[config.mk]
export PLATFORM = sky130hd
export DESIGN_NAME = vault_climate_ctrl
export DESIGN_NICKNAME = d
export VERILOG_FILES = /design/src/rtl/vault_climate_pkg.sv /design/src/rtl/vc_occupancy.sv /design/src/rtl/vc_mode_fsm.sv /design/src/rtl/vc_temp_stepper.sv /design/src/rtl/vault_climate_ctrl.sv
export SDC_FILE = /design/constraint.sdc
export NUM_CORES = 1
export LEC_CHECK = 0
export BUFFER_PORTS_ARGS = -buffer_cell sky130_fd_sc_hd__buf_4
export CAP_MARGIN = 10
export CORE_ASPECT_RATIO = 1.4
export CORE_MARGIN = 2
export CORE_UTILIZATION = 40
export DETAILED_ROUTE_END_ITERATION = 6
export GPL_TIMING_DRIVEN = 0
export PLACE_DENSITY = 0.71
export SYNTH_ARGS = -nofsm -noshare
export SYNTH_HDL_FRONTEND = slang
export SYNTH_SLANG_ARGS = --single-unit
[constraint.sdc]
create_clock -name clk -period 2.6 [get_ports clk]
set_input_delay 0.26 -clock clk [delete_from_list [all_inputs] [get_ports clk]]
set_output_delay 0.26 -clock clk [all_outputs]
set_load 0.01 [all_outputs]
[src/rtl/vault_climate_pkg.sv]
package vault_climate_pkg;
   typedef enum logic [1:0] {
      MODE_ACTIVE = 2'd0,
      MODE_LINGER = 2'd1,
      MODE_COAST  = 2'd2,
      MODE_DARK   = 2'd3
   } vc_mode_e;

   function automatic int vc_max3(input int a, input int b, input int c);
      int m;
      m = (a > b) ? a : b;
      return (m > c) ? m : c;
   endfunction
endpackage

[src/rtl/vc_occupancy.sv]
module vc_occupancy #(
   parameter int CNT_W       = 4,
   parameter int MAX_PEOPLE  = 9,
   parameter int CROWD_LIMIT = 5,
   parameter int FAST_TICKS  = 1,
   parameter int SLOW_TICKS  = 2,
   parameter int DRIFT_TICKS = 4,
   parameter int PER_W       = 3
) (
   input  logic [CNT_W-1:0] people,
   input  logic             ctrl_on,
   output logic             occupied,
   output logic [PER_W-1:0] period
);
   localparam int CNT_MAX = (1 << CNT_W) - 1;

   logic [CNT_W-1:0] eff_count;

   generate
      if (MAX_PEOPLE < CNT_MAX) begin : g_clamp
         assign eff_count = (people > CNT_W'(MAX_PEOPLE)) ? CNT_W'(MAX_PEOPLE) : people;
      end else begin : g_pass
         assign eff_count = people;
      end
   endgenerate

   assign occupied = (eff_count != '0);

   always_comb begin
      if (!ctrl_on)
         period = PER_W'(DRIFT_TICKS);
      else if (eff_count > CNT_W'(CROWD_LIMIT))
         period = PER_W'(SLOW_TICKS);
      else
         period = PER_W'(FAST_TICKS);
   end
endmodule

[src/rtl/vc_mode_fsm.sv]
module vc_mode_fsm
   import vault_climate_pkg::*;
#(
   parameter int HOLD_TICKS  = 20,
   parameter int BLANK_TICKS = 40
) (
   input  logic     clk,
   input  logic     rst_n,
   input  logic     tick,
   input  logic     occupied,
   output vc_mode_e mode
);
   localparam int TMR_MAX = (HOLD_TICKS > BLANK_TICKS) ? HOLD_TICKS : BLANK_TICKS;
   localparam int TMR_W   = $clog2(TMR_MAX + 1);

   logic [TMR_W-1:0] timer;

   always_ff @(posedge clk) begin
      if (!rst_n) begin
         mode  <= MODE_DARK;
         timer <= '0;
      end else if (occupied) begin
         mode  <= MODE_ACTIVE;
         timer <= '0;
      end else begin
         unique case (mode)
            MODE_ACTIVE: begin
               mode  <= MODE_LINGER;
               timer <= '0;
            end
            MODE_LINGER: if (tick) begin
               if (timer == TMR_W'(HOLD_TICKS - 1)) begin
                  mode  <= MODE_COAST;
                  timer <= '0;
               end else begin
                  timer <= timer + 1'b1;
               end
            end
            MODE_COAST: if (tick) begin
               if (timer == TMR_W'(BLANK_TICKS - 1)) begin
                  mode  <= MODE_DARK;
                  timer <= '0;
               end else begin
                  timer <= timer + 1'b1;
               end
            end
            default: timer <= '0;
         endcase
      end
   end
endmodule

[src/rtl/vc_temp_stepper.sv]
module vc_temp_stepper #(
   parameter int TEMP_W = 3,
   parameter int PER_W  = 3
) (
   input  logic              clk,
   input  logic              rst_n,
   input  logic              tick,
   input  logic              ctrl_on,
   input  logic [TEMP_W-1:0] target,
   input  logic [TEMP_W-1:0] reset_val,
   input  logic [PER_W-1:0]  period,
   output logic [TEMP_W-1:0] temp
);
   logic             on_q;
   logic [PER_W-1:0] phase;

   always_ff @(posedge clk) begin
      if (!rst_n) begin
         temp  <= reset_val;
         phase <= '0;
         on_q  <= 1'b0;
      end else begin
         on_q <= ctrl_on;
         if (ctrl_on != on_q) begin
            phase <= '0;
         end else if (tick) begin
            if (temp == target) begin
               phase <= '0;
            end else if (phase >= period - PER_W'(1)) begin
               phase <= '0;
               temp  <= (temp < target) ? temp + 1'b1 : temp - 1'b1;
            end else begin
               phase <= phase + 1'b1;
            end
         end
      end
   end
endmodule

[src/rtl/vault_climate_ctrl.sv]
module vault_climate_ctrl
   import vault_climate_pkg::*;
#(
   parameter int TEMP_W      = 3,
   parameter int CNT_W       = 4,
   parameter int MAX_PEOPLE  = 9,
   parameter int CROWD_LIMIT = 5,
   parameter int FAST_TICKS  = 1,
   parameter int SLOW_TICKS  = 2,
   parameter int DRIFT_TICKS = 4,
   parameter int HOLD_TICKS  = 20,
   parameter int BLANK_TICKS = 40
) (
   input  logic              clk,
   input  logic              rst_n,
   input  logic              tick,
   input  logic [TEMP_W-1:0] outside_temp,
   input  logic [TEMP_W-1:0] desired_temp,
   input  logic [CNT_W-1:0]  people,
   output logic [TEMP_W-1:0] room_temp,
   output logic              climate_on,
   output logic              display_en
);
   localparam int PER_MAX = vc_max3(FAST_TICKS, SLOW_TICKS, DRIFT_TICKS);
   localparam int PER_W   = $clog2(PER_MAX + 1);

   generate
      if (FAST_TICKS < 1 || SLOW_TICKS < 1 || DRIFT_TICKS < 1) begin : g_bad_period
         $error("vault_climate_ctrl: step periods must be at least one tick");
      end
      if (HOLD_TICKS < 1 || BLANK_TICKS < 1) begin : g_bad_delay
         $error("vault_climate_ctrl: delays must be at least one tick");
      end
      if (MAX_PEOPLE >= (1 << CNT_W) || CROWD_LIMIT >= MAX_PEOPLE) begin : g_bad_count
         $error("vault_climate_ctrl: occupancy limits do not fit CNT_W");
      end
   endgenerate

   vc_mode_e         mode;
   logic             occupied;
   logic             ctrl_on;
   logic [PER_W-1:0] period;
   logic [TEMP_W-1:0] target;

   assign ctrl_on = (mode == MODE_ACTIVE) || (mode == MODE_LINGER);
   assign target  = ctrl_on ? desired_temp : outside_temp;

   vc_occupancy #(
      .CNT_W(CNT_W), .MAX_PEOPLE(MAX_PEOPLE), .CROWD_LIMIT(CROWD_LIMIT),
      .FAST_TICKS(FAST_TICKS), .SLOW_TICKS(SLOW_TICKS),
      .DRIFT_TICKS(DRIFT_TICKS), .PER_W(PER_W)
   ) i_occ (
      .people(people), .ctrl_on(ctrl_on), .occupied(occupied), .period(period)
   );

   vc_mode_fsm #(
      .HOLD_TICKS(HOLD_TICKS), .BLANK_TICKS(BLANK_TICKS)
   ) i_fsm (
      .clk(clk), .rst_n(rst_n), .tick(tick), .occupied(occupied), .mode(mode)
   );

   vc_temp_stepper #(
      .TEMP_W(TEMP_W), .PER_W(PER_W)
   ) i_step (
      .clk(clk), .rst_n(rst_n), .tick(tick), .ctrl_on(ctrl_on),
      .target(target), .reset_val(outside_temp), .period(period), .temp(room_temp)
   );

   assign climate_on = ctrl_on;
   assign display_en = (mode != MODE_DARK);
endmodule

==> metrics <==
clock root buffer master=clkbuf_4; final core occ=0.578; outcome=finished with violations; Syn Nets=132; DR vias/cell=5.34; final period utilization=1.00; I/O pins=18; Total Power=0.000660 W; synth top area cells=dfxtp_1 24%, ha_1 14%, edfxtp_1 9.0%; Syn Area/Cell=9.40 µm²; DP HPWL=1680 µm; area occupied by multi-input gates=708 µm²; peak supply drop=0.308 mV; Post-synth top flop=dfxtp_1; slew margin rel.=0.521; cell area after synthesis=0.00101 mm²; # diodes=0; placed cell areas=0.00118 mm²; asr flop ratio synth=0; hold_buf cts=0; fraction of layout cells with a size suffix above 1=0.377; final instance area=0.00138 mm²; CTS tree=done; die width=46.4 µm; largest net degree at the start of global routing=11; drt total wl=2260 µm; H-tree depth=1; failing checks=negative setup slack; clock skew=0.00561 ns; Clock transition at path regs=0.09 ns; first drt pass iteration count=4; Hold Path Class=in -> reg; EDFF count, synth=3; sequential-to-total area share from yosys stat=0.328; Worst EP required=2.65 ns; Total GRT Usage=0.173; vias=919; Synth cell types=41; Worst-Margin Slew=0.711 ns; #FFs+latches synth=15; setup slack after layout=-0.000541 ns; synth cell count leaders=12 x dfxtp_1, 11 x ha_1, 11 x inv_1, 6 x nor2_1; initial core utilization=0.421; Final Hold Viols=0; Worst-Skew Late Latency=0.29 ns; CORE AREA=0.00239 mm²; first-pass GRT wire length=3820 µm; ANT nets after route=0; post-synth top area share=0.239; Reg area=335 µm²; initial antenna violation count=0; total CTS buffers=3; Ys Warns=0; number of global-route vias before repair=963; pwr dens=478 mW/mm²; CP arrival=2.65 ns; # clock sinks=15; crit end category=flip-flop; Die Footprint=0.00294 mm²; Gate Count Post-Synth=107; fmax=385 MHz; WHS=0.285 ns; fill count=209; Final nets=164; Final setup viols=1; area leader, netlist=dfxtp_1; Max-Cap Viols=0; 1st-iter DRT viols=15; Final Critical Period=2.60 ns; Final Max Slew Viols=0; chip height=63.3 µm; Area Overhead vs Synth=37.3%; critical path fanouts, max=4; leakage=0.596 nW; wire per inst=13.2 µm; most frequent cell after synthesis=dfxtp_1; row count=21; RSZ-0062 raised after global routing=yes; grt total ovfl=0; DRC Markers=0; Setup CP Type=reg -> reg; Port Buffers=16; routability cong.=0.815; startpoint types=flip-flop; clk buf depth=2; worst slack at placement=-0.252 ns
## final cells by class
type,instances,area share
buffer,2,0.00634
clock buffer,4,0.0190
inverter,11,0.0299
multi-input combinational,79,0.513
sequential,15,0.243
tap,34,0.0308
timing repair buffer,27,0.159
## worst max-delay path, stage by stage (launching register included)
cell and delay (ns):
dfxtp_4 0.37, buf_12 0.12, ha_4 0.15, nor2_4 0.16, buf_6 0.12, inv_2 0.04, mux2_2 0.28, ha_4 0.17
nor2b_4 0.10, o21ai_2 0.07, nand2_1 0.08, fa_2 0.43, mux2_4 0.26
## path summary, 6_finish.rpt
path | slack (ns) | cells past startpoint | startpoint | to
setup / recovery | -0.0005 | 12 | i_fsm.mode[0]$_SDFFE_PN1P_ | i_step.temp[1]$_DFFE_PP_
hold reg to reg | 0.53 | 2 | i_step.phase[2]$_SDFFE_PP0P_ | i_step.phase[2]$_SDFFE_PP0P_
setup reg to reg | -0.0005 | 12 | i_fsm.mode[0]$_SDFFE_PN1P_ | i_step.temp[1]$_DFFE_PP_
hold / removal | 0.28 | 2 | outside_temp[1] | i_step.temp[1]$_DFFE_PP_
## through the flow
stage / setup TNS, ns / cells
floorplan: 0 / 107
global placement: -0.721 / 157
detailed placement: -1.42 / 157
CTS: -0.0588 / 170
global route: -0.164 / 172
finish: -0.000541 / 172
## layer usage
metal | wire length (µm) | part of all wire | global-route usage | vias to the layer above
li1 | - | - | - | 457
met5 | 0 | 0 | 0 | -
met3 | 76 | 0.034 | 0.0172 | 7
met4 | 53 | 0.023 | 0.0750 | 0
met2 | 1260 | 0.56 | 0.330 | 18
met1 | 874 | 0.39 | 0.173 | 437
## logic make-up after synthesis
| logic type | after synthesis | share of synthesized area |
|---|---|---|
| buf+inv | 13 | 0.0497 |
| fa+ha+maj | 12 | 0.157 |
| flops | 15 | 0.328 |
| xor+xnor | 5 | 0.0435 |
| compound gates | 26 | 0.182 |
| mux | 6 | 0.0622 |
| simple gates | 30 | 0.178 |
## cell usage in the layout, fill, tap and decap left out, drive strengths merged
| cell | instances |
|---|---|
| nand4b | 1 |
| and3 | 2 |
| nor2b | 2 |
| ha | 11 |
| inv | 11 |
| a21boi | 1 |
| o21a | 1 |
| o21bai | 1 |
| o21ai | 4 |
| edfxtp | 3 |
| and4b | 1 |
| or2 | 2 |
| nor4 | 2 |
| nand2 | 5 |
| nor2 | 7 |
| nand4 | 2 |
| nand2b | 2 |
| fa | 1 |
| a22oi | 2 |
| a21o | 1 |
| mux2i | 4 |
| nand3 | 1 |
| xnor2 | 1 |
| a311o | 2 |
| mux2 | 2 |
| or3 | 1 |
| a2111oi | 1 |
| a211oi | 4 |
| xor2 | 4 |
| a31oi | 1 |
| o41ai | 1 |
| dfxtp | 12 |
| buf | 28 |
| a21oi | 5 |
| clkbuf | 5 |
| o2111ai | 1 |
| o221ai | 1 |
| nor4b | 2 |
## registers in the layout, indices dropped and copies added, names as in the netlist
name,count
i_step.phase,3
i_fsm.timer,6
i_step.temp,3
i_fsm.mode,2
i_step.on_q,1
## power breakdown
part / switching (W) / internal, W
clock: 0.0000749 / 0.0000596
combinational: 0.000118 / 0.000138
sequential: 0.0000146 / 0.000255
total: 0.000207 / 0.000453
## what timing repair did
item | 4_1_cts | 5_1_grt
endpoints found under the setup margin | 8 | 2
gates resized for setup | 12 | 7
pin swaps | 4 | 1
setup buffers | 9 | 2
cloned | 0 | 0
(Power assumes the default switching activity.)
